<file path="config.mk">
export PLATFORM = sky130hd
export DESIGN_NAME = ctl_regbank
export DESIGN_NICKNAME = d
export VERILOG_FILES = /design/src/rtl/ctl_regbank_pkg.sv /design/src/rtl/ctl_plain_regs.sv /design/src/rtl/ctl_irq_flags.sv /design/src/rtl/ctl_status.sv /design/src/rtl/ctl_rd_mux.sv /design/src/rtl/ctl_regbank.sv
export SDC_FILE = /design/constraint.sdc
export NUM_CORES = 1
export LEC_CHECK = 0
export ABC_AREA = 1
export BUFFER_PORTS_ARGS = -buffer_cell sky130_fd_sc_hd__buf_2
export CORE_MARGIN = 2
export CORE_UTILIZATION = 46
export CTS_CLUSTER_DIAMETER = 150
export DETAILED_ROUTE_END_ITERATION = 8
export GPL_TIMING_DRIVEN = 0
export PLACE_DENSITY = 0.86
export SYNTH_ARGS = -nofsm -noshare
export SYNTH_HDL_FRONTEND = slang
export SYNTH_SLANG_ARGS = --single-unit
</file>
<file path="constraint.sdc">
create_clock -name clk_i -period 1.3 [get_ports clk_i]
set_input_delay 0.13 -clock clk_i [delete_from_list [all_inputs] [get_ports clk_i]]
set_output_delay 0.13 -clock clk_i [all_outputs]
set_load 0.1 [all_outputs]
</file>
<file path="src/rtl/ctl_regbank_pkg.sv">
package ctl_regbank_pkg;
  typedef logic [4:0] creg_addr_t;

  localparam creg_addr_t A_AMR  = 5'h00;
  localparam creg_addr_t A_CSR  = 5'h01;
  localparam creg_addr_t A_FLAG = 5'h02;  // read: flags, write: set
  localparam creg_addr_t A_CLR  = 5'h03;  // write-only clear
  localparam creg_addr_t A_IER  = 5'h04;
  localparam creg_addr_t A_ISTP = 5'h05;
  localparam creg_addr_t A_IRP  = 5'h06;
  localparam creg_addr_t A_NRP  = 5'h07;
  localparam creg_addr_t A_PC   = 5'h10;
  localparam creg_addr_t A_FADD = 5'h12;
  localparam creg_addr_t A_FAUX = 5'h13;
  localparam creg_addr_t A_FMUL = 5'h14;

  localparam int unsigned GIE_BIT  = 0;
  localparam int unsigned PGIE_BIT = 1;
  localparam int unsigned SAT_BIT  = 9;

  localparam int unsigned NUM_PLAIN = 8;
  localparam int unsigned P_AMR  = 0;
  localparam int unsigned P_IER  = 1;
  localparam int unsigned P_ISTP = 2;
  localparam int unsigned P_IRP  = 3;
  localparam int unsigned P_NRP  = 4;
  localparam int unsigned P_FADD = 5;
  localparam int unsigned P_FAUX = 6;
  localparam int unsigned P_FMUL = 7;

  localparam creg_addr_t PLAIN_ADDR [NUM_PLAIN] = '{
    A_AMR, A_IER, A_ISTP, A_IRP, A_NRP, A_FADD, A_FAUX, A_FMUL
  };
endpackage

</file>
<file path="src/rtl/ctl_plain_regs.sv">
module ctl_plain_regs
  import ctl_regbank_pkg::*;
#(
  parameter int unsigned DATA_W = 32,
  parameter int unsigned NUM    = NUM_PLAIN
) (
  input  logic                       clk_i,
  input  logic                       rst_ni,
  input  logic                       wr_en_i,
  input  creg_addr_t                 wr_addr_i,
  input  logic [DATA_W-1:0]          wr_data_i,
  output logic [NUM-1:0][DATA_W-1:0] q_o
);
  for (genvar g = 0; g < NUM; g++) begin : g_reg
    always_ff @(posedge clk_i or negedge rst_ni) begin
      if (!rst_ni)                                q_o[g] <= '0;
      else if (wr_en_i && wr_addr_i == PLAIN_ADDR[g]) q_o[g] <= wr_data_i;
    end
  end
endmodule

</file>
<file path="src/rtl/ctl_irq_flags.sv">
module ctl_irq_flags #(
  parameter int unsigned NUM_IRQ = 16,
  parameter int unsigned ID_W    = 4
) (
  input  logic               clk_i,
  input  logic               rst_ni,
  input  logic [NUM_IRQ-1:0] pin_i,
  input  logic [NUM_IRQ-1:0] sw_set_i,
  input  logic [NUM_IRQ-1:0] sw_clr_i,
  input  logic               take_i,
  input  logic [ID_W-1:0]    take_id_i,
  output logic [NUM_IRQ-1:0] flags_o
);
  logic [NUM_IRQ-1:0] take_mask;
  logic [NUM_IRQ-1:0] clr_mask;
  logic [NUM_IRQ-1:0] set_mask;

  always_comb begin
    for (int i = 0; i < NUM_IRQ; i++) take_mask[i] = take_i && (take_id_i == ID_W'(i));
  end

  assign clr_mask = sw_clr_i | take_mask;
  assign set_mask = pin_i | sw_set_i;

  // set after clear: hardware and software sets win
  always_ff @(posedge clk_i or negedge rst_ni) begin
    if (!rst_ni) flags_o <= '0;
    else         flags_o <= (flags_o & ~clr_mask) | set_mask;
  end
endmodule

</file>
<file path="src/rtl/ctl_status.sv">
module ctl_status
  import ctl_regbank_pkg::*;
#(
  parameter int unsigned DATA_W = 32
) (
  input  logic              clk_i,
  input  logic              rst_ni,
  input  logic              wr_i,
  input  logic [DATA_W-1:0] wr_data_i,
  input  logic              take_i,
  input  logic              ret_i,
  input  logic              sat_i,
  output logic [DATA_W-1:0] csr_o
);
  logic [DATA_W-1:0] csr_nxt;

  always_comb begin
    csr_nxt = csr_o;
    if (wr_i) csr_nxt = wr_data_i;
    if (take_i) begin
      csr_nxt[PGIE_BIT] = csr_o[GIE_BIT];
      csr_nxt[GIE_BIT]  = 1'b0;
    end else if (ret_i) begin
      csr_nxt[GIE_BIT]  = csr_o[PGIE_BIT];
    end
    if (sat_i) csr_nxt[SAT_BIT] = 1'b1;
  end

  always_ff @(posedge clk_i or negedge rst_ni) begin
    if (!rst_ni) csr_o <= '0;
    else         csr_o <= csr_nxt;
  end
endmodule

</file>
<file path="src/rtl/ctl_rd_mux.sv">
module ctl_rd_mux
  import ctl_regbank_pkg::*;
#(
  parameter int unsigned DATA_W = 32,
  parameter int unsigned NUM    = NUM_PLAIN
) (
  input  creg_addr_t                 rd_addr_i,
  input  logic [NUM-1:0][DATA_W-1:0] plain_i,
  input  logic [DATA_W-1:0]          csr_i,
  input  logic [DATA_W-1:0]          ifr_i,
  input  logic [DATA_W-1:0]          pc_i,
  output logic [DATA_W-1:0]          rd_data_o
);
  always_comb begin
    rd_data_o = '0;
    unique case (rd_addr_i)
      A_CSR:   rd_data_o = csr_i;
      A_FLAG:  rd_data_o = ifr_i;
      A_PC:    rd_data_o = pc_i;
      default: begin
        for (int i = 0; i < NUM; i++)
          if (rd_addr_i == PLAIN_ADDR[i]) rd_data_o = plain_i[i];
      end
    endcase
  end
endmodule

</file>
<file path="src/rtl/ctl_regbank.sv">
module ctl_regbank
  import ctl_regbank_pkg::*;
#(
  parameter  int unsigned DATA_W  = 32,
  parameter  int unsigned NUM_IRQ = 16,
  localparam int unsigned ID_W    = (NUM_IRQ > 1) ? $clog2(NUM_IRQ) : 1
) (
  input  logic               clk_i,
  input  logic               rst_ni,
  input  logic [4:0]         rd_addr_i,
  output logic [DATA_W-1:0]  rd_data_o,
  input  logic               wr_en_i,
  input  logic [4:0]         wr_addr_i,
  input  logic [DATA_W-1:0]  wr_data_i,
  input  logic [DATA_W-1:0]  pc_e1_i,
  input  logic [NUM_IRQ-1:0] irq_pin_i,
  input  logic               irq_take_i,
  input  logic [ID_W-1:0]    irq_take_id_i,
  input  logic               irq_ret_i,
  input  logic               sat_i,
  output logic [DATA_W-1:0]  amr_o,
  output logic [DATA_W-1:0]  csr_o,
  output logic [DATA_W-1:0]  ier_o,
  output logic [DATA_W-1:0]  ifr_o,
  output logic [DATA_W-1:0]  istp_o,
  output logic [DATA_W-1:0]  irp_o,
  output logic [DATA_W-1:0]  nrp_o,
  output logic [DATA_W-1:0]  fadd_cfg_o,
  output logic [DATA_W-1:0]  faux_cfg_o,
  output logic [DATA_W-1:0]  fmul_cfg_o
);
  logic [NUM_PLAIN-1:0][DATA_W-1:0] plain_q;
  logic [NUM_IRQ-1:0]               flags;
  logic [NUM_IRQ-1:0]               sw_set;
  logic [NUM_IRQ-1:0]               sw_clr;
  logic                             wr_csr;

  assign wr_csr = wr_en_i && (wr_addr_i == A_CSR);
  assign sw_set = (wr_en_i && wr_addr_i == A_FLAG) ? wr_data_i[NUM_IRQ-1:0] : '0;
  assign sw_clr = (wr_en_i && wr_addr_i == A_CLR)  ? wr_data_i[NUM_IRQ-1:0] : '0;

  ctl_plain_regs #(.DATA_W(DATA_W), .NUM(NUM_PLAIN)) u_plain (
    .clk_i    (clk_i),
    .rst_ni   (rst_ni),
    .wr_en_i  (wr_en_i),
    .wr_addr_i(wr_addr_i),
    .wr_data_i(wr_data_i),
    .q_o      (plain_q)
  );

  ctl_irq_flags #(.NUM_IRQ(NUM_IRQ), .ID_W(ID_W)) u_flags (
    .clk_i    (clk_i),
    .rst_ni   (rst_ni),
    .pin_i    (irq_pin_i),
    .sw_set_i (sw_set),
    .sw_clr_i (sw_clr),
    .take_i   (irq_take_i),
    .take_id_i(irq_take_id_i),
    .flags_o  (flags)
  );

  ctl_status #(.DATA_W(DATA_W)) u_status (
    .clk_i    (clk_i),
    .rst_ni   (rst_ni),
    .wr_i     (wr_csr),
    .wr_data_i(wr_data_i),
    .take_i   (irq_take_i),
    .ret_i    (irq_ret_i),
    .sat_i    (sat_i),
    .csr_o    (csr_o)
  );

  assign ifr_o = DATA_W'(flags);

  ctl_rd_mux #(.DATA_W(DATA_W), .NUM(NUM_PLAIN)) u_rd (
    .rd_addr_i(rd_addr_i),
    .plain_i  (plain_q),
    .csr_i    (csr_o),
    .ifr_i    (ifr_o),
    .pc_i     (pc_e1_i),
    .rd_data_o(rd_data_o)
  );

  assign amr_o      = plain_q[P_AMR];
  assign ier_o      = plain_q[P_IER];
  assign istp_o     = plain_q[P_ISTP];
  assign irp_o      = plain_q[P_IRP];
  assign nrp_o      = plain_q[P_NRP];
  assign fadd_cfg_o = plain_q[P_FADD];
  assign faux_cfg_o = plain_q[P_FAUX];
  assign fmul_cfg_o = plain_q[P_FMUL];
endmodule

</file>
## Yosys cells after proc, flatten, opt, wreduce, memory -nomap -nowiden

Cells that the tools add are included.
Widths: inputs -> output; s select.

- Muxes and demuxes: 16
- Reductions and logical operators: 33
- Eq/ne operators: 35
- Bitwise logic cells: 5

Operators by type and width:

| cell | count |
|---|---|
| $mux 32 | 8 |
| $pmux 32 s3 | 1 |
| $or 16x16->16 | 3 |
| $eq 5x3->1 const B | 8 |
| $eq 5x5->1 const B | 7 |
| $eq 4x4->1 const B | 8 |
| $mux 16 | 2 |
| $logic_and 1x1->1 | 27 |
| $and 16x16->16 | 1 |
| $eq 4x3->1 const B | 4 |
| $not 16->16 | 1 |
| $eq 5x2->1 const B | 3 |
| $eq 5x1->1 const B | 2 |
| $logic_not 5->1 | 2 |
| $mux 10 | 1 |
| $eq 4x2->1 const B | 2 |
| $eq 4x1->1 const B | 1 |
| $logic_not 4->1 | 1 |
| $mux 1 | 4 |
| $reduce_bool 2->1 | 2 |
| $reduce_bool 3->1 | 1 |

- Output and inout port bits: 352
- Register bits: 304
- Word-level logic and storage cells: 102

## Logic depth before layout (Yosys ltp)

- Depth in word-level cells: 10
- Depth in mapped cells: 11

## Hierarchy

Synthesis repeated with hierarchy kept, for this count alone.

- Cell total of the unflattened synthesis: 2213
- Area, all modules: 16203.0 um2

By module, submodules not included:

| module | area an instance (um2) | instances | sequential area each (um2) | cells each |
|---|---|---|---|---|
| ctl_plain_regs | 10425.0 | 1 | 6406.1 | 1172 |
| ctl_rd_mux | 3170.5 | 1 | 0.0 | 692 |
| ctl_status | 1316.3 | 1 | 800.8 | 142 |
| ctl_irq_flags | 859.6 | 1 | 400.4 | 128 |
| ctl_regbank | 431.7 | 1 | 0.0 | 79 |

## Worst setup path after synthesis

No wires, ideal clock.

- Kind: register to output
- Start: register u_plain.q_o[185] (netlist bit)
- End: output rd_data_o[25]
- Path buffers: 0
- Data required time: 1.170 ns
- Arrival: 2.108 ns
- Stages on the path, launching flop included: 4
- Path slack: -0.938 ns
- Cells stage by stage: dfrtp_1 -> or2_2 -> nand2_1 -> nand4_1

- Word-level cells in the longest chain between the ends: 4

RTL lines:

| element | RTL line | source |
|---|---|---|
| start, declared | ctl_plain_regs.sv:12 | `output logic [NUM-1:0][DATA_W-1:0] q_o` |
| start signal, assigned by index | ctl_plain_regs.sv:17 | `else if (wr_en_i && wr_addr_i == PLAIN_ADDR[g]) q_o[g] <= wr_data_i;` |
| $mux 32 (3 in a row) | ctl_rd_mux.sv:22 | `if (rd_addr_i == PLAIN_ADDR[i]) rd_data_o = plain_i[i];` |
| $pmux 32 s3 | ctl_rd_mux.sv:16 | `unique case (rd_addr_i)` |
| end, declared | ctl_regbank.sv:11 | `output logic [DATA_W-1:0] rd_data_o,` |

Every way passes these cells.

## Worst setup path in the final report

- Start: register u_plain.q_o[5] (netlist bit)
- End: output rd_data_o[5]

- Word-level cells in the longest chain between the ends: 9

RTL lines:

| element | RTL line |
|---|---|
| $mux 32 (8 in a row) | ctl_rd_mux.sv:22 |
| $pmux 32 s3 | ctl_rd_mux.sv:16 |

Every way passes these cells.

==> impl_metrics.json <==
{
  "slew_headroom_pct": 55.6,
  "cp_max_fo": 2,
  "ys_seq_area_share_pct": 53.9,
  "worstHoldPathCells": 4,
  "cts_tree": "built",
  "htree_levels": 2,
  "arrival_ns": 2.03,
  "regToRegSetupSlack_ns": 0.19,
  "switching_share_pct": 49.4,
  "dieArea_um2": 32100,
  "path_clk_slew_ns": 0.06,
  "ys.warnings.count": 0,
  "port_buffers": 433,
  "synth_area_leaders": "dfrtp_1 54%, nand2_1 14%, o21ai_0 10%",
  "r2r_cells": 4,
  "violations": "design-rule violations, negative setup slack",
  "grt_setup_unrepaired": "true",
  "peakVddDrop_mv": 1.67,
  "ys_types": 27,
  "worstHoldStart": "irq_take_i",
  "utilization_pct": 79.3,
  "gp_congestion": 0.966,
  "die_h_um": 179,
  "reg2reg_from": "u_plain.q_o[49]",
  "leakagePower_nw": 10.9,
  "yosys-top-cells-count": "517 x nand2_1, 304 x dfrtp_1, 296 x o21ai_0",
  "die_x_um": 179,
  "clock_sinks": 304,
  "ant_nets": 0,
  "end_kind": "primary output",
  "syn_to_final_growth_pct": 70.9,
  "synth.largest_area_cell": "dfrtp_1",
  "power_frac_clock_pct": 21.3,
  "clock_latency_ns": 0.51,
  "vias_per_cell": 6.29,
  "finalHoldViolCount": 0,
  "syn_area_per_cell_um2": 8.10,
  "via_count": 17300,
  "ys.flop_type": "dfrtp_1",
  "synthesis.instances": 1743,
  "io_pins": 452,
  "period_share_pct": 166,
  "grt_first_pass_wirelength_um": 101000,
  "ys_ff_latch": 304,
  "numCtsBuffers": 34,
  "final_nets": 2436,
  "grt_pass1_vias": 16600,
  "place_hpwl_um": 48000,
  "whs_endpoint": "u_flags.flags_o[1]",
  "start_util_pct": 46.4,
  "grt_util_all_layers_pct": 42.5,
  "critPathKind": "flip-flop to primary output",
  "wl_per_cell_um": 26.8,
  "clockBufferDepth": 3,
  "min_path_type": "input pin to flip-flop",
  "clock_skew_ns": 0.00181,
  "power_frac_comb_pct": 49.7,
  "dr.pass1.iters": 9,
  "finalSetupViolations": 121,
  "synth_top_area_share_pct": 53.9,
  "core_area_um2": 30400,
  "p_per_area_nw_per_um2": 1980,
  "synth.most_common_cell": "nand2_1",
  "p_int_mw": 24.1,
  "setup_slack_ns": -0.862,
  "r2r-end": "u_plain.q_o[49]",
  "synth-edff-count": 0,
  "startpoint_type": "flip-flop",
  "status": "complete, but fails checks",
  "antenna_found_initial": 3,
  "cap_violations": 0,
  "power_switching_mw": 23.6,
  "cp_data_required_time_ns": 1.17,
  "wl_um": 73800,
  "seq_power_share_pct": 29.0,
  "root_buffer": "clkbuf_16",
  "async_reset_ff_share_pct": 100,
  "grt_start_max_net_pins": 125,
  "worst_pin_slew_ns": 0.662,
  "drtIter0Drc": 2506,
  "synthesis.area_um2": 14100,
  "route.detailed.drc": 1,
  "grt-ovfl-total": 0,
  "slew_viol_final": 0,
  "fin_crit_ns": 2.16,
  "drive_above_1_share_pct": 46.2,
  "fin_setup_tns_ns": -30.03,
  "rows": 64,
  "max_freq_mhz": 462
}
[critical path: stages, from the launching register on]
cell	delay [ns]
dfrtp_4	0.48
nand4_1	0.12
nand3_2	0.11
nor2_1	0.10
nand4_1	0.27
nand2_2	0.22
nand2_8	0.06
buf_12	0.17
[power groups by stage]
stage	combinational [mW]	sequential [mW]	clock [mW]
after floorplan	2.87	25.2	0
after global placement	18.3	13.3	0
after detailed placement	18.5	13.3	0
after CTS	22.3	13.6	10.0
after global routing	24.3	13.9	10.5
final	23.7	13.9	10.2
[metrics by stage]
step / instances / area, um^2 / setup WS [ns] / power, mW / hold slack, ns
6_report: 2758 / 24100 / -0.862 / 47.7 / 0.00905
5_1_grt: 2756 / 24100 / -0.880 / 48.7 / 0.0527
4_1_cts: 2712 / 23100 / -0.814 / 45.9 / 0.00658
3_5_place_dp: 2589 / 18100 / -1.25 / 31.9 / 0.0929
3_3_place_gp: 2587 / 18100 / -6.53 / 31.6 / 0.322
2_1_floorplan: 1758 / 15400 / -0.690 / 28.1 / -0.166
[metal layers]
metal  track usage [%]  vias to the layer above  routed length (um)
li1                  -                     6942                   -
met1              49.9                     8300               24300
met2              67.5                     1636               33800
met3              14.5                      462                9970
met4              25.2                        2                5730
met5                 0                        -                  12
[cells by family (layout without fill, tap and decap cells)]
family	Yosys count	after routing	synth area share [%]
AND/OR/NAND/NOR	795	795	23.6
AO/OA/AOI/OAI	397	397	15.2
flip-flops	304	304	53.9
buffers and inverters	246	847	7.22
other	1	19	0.0266
[what timing repair did]
item | in CTS | in global routing
hold buffers | 37 | 0
hold endpoints to repair | 77 | 0
pin swaps | 78 | 84
buffers inserted | 27 | 46
cloned | 0 | 2
setup endpoints to repair | 346 | 521
resized for setup | 973 | 183
[final cells by class]
class | count | area (um^2)
multi-input cells | 1208 | 6480
inverters | 125 | 482
well taps | 396 | 495
fillers | 1746 | 6300
diodes | 3 | 7.51
flip-flops and latches | 304 | 8120
repair buffers | 542 | 6680
clock buffers | 51 | 1030
plain buffers | 121 | 713
clock inverters | 8 | 115
[worst max-delay path by stage]
stage                     from  slack [ns]             end
2_1_floorplan  u_plain.q_o[25]       -0.69   rd_data_o[25]
3_3_place_gp            rst_ni       -6.53  u_plain.q_o[6]
3_5_place_dp      rd_addr_i[4]       -1.25    rd_data_o[0]
4_1_cts         u_plain.q_o[0]       -0.81    rd_data_o[0]
5_1_grt         u_plain.q_o[5]       -0.88    rd_data_o[5]
6_report        u_plain.q_o[5]       -0.86    rd_data_o[5]
[layout by cell type (no fill, tap or decap), drive strengths merged]
master	instances
a21oi	51
a221oi	1
a22o	21
buf	552
bufinv	3
clkbuf	125
clkinv	5
conb	16
dfrtp	304
diode	3
dlygate4sd3	37
inv	125
nand2	519
nand3	71
nand4	80
nor2	99
nor3	22
nor4	2
o211ai	21
o21ai	296
o221ai	5
o31ai	2
or2	2
[flip-flops by register name (all words and copies together), names as in the netlist]
name / flops
u_plain.q_o: 256
u_status.csr_o: 32
u_flags.flags_o: 16
No activity file was read; power rests on OpenSTA's default activity.
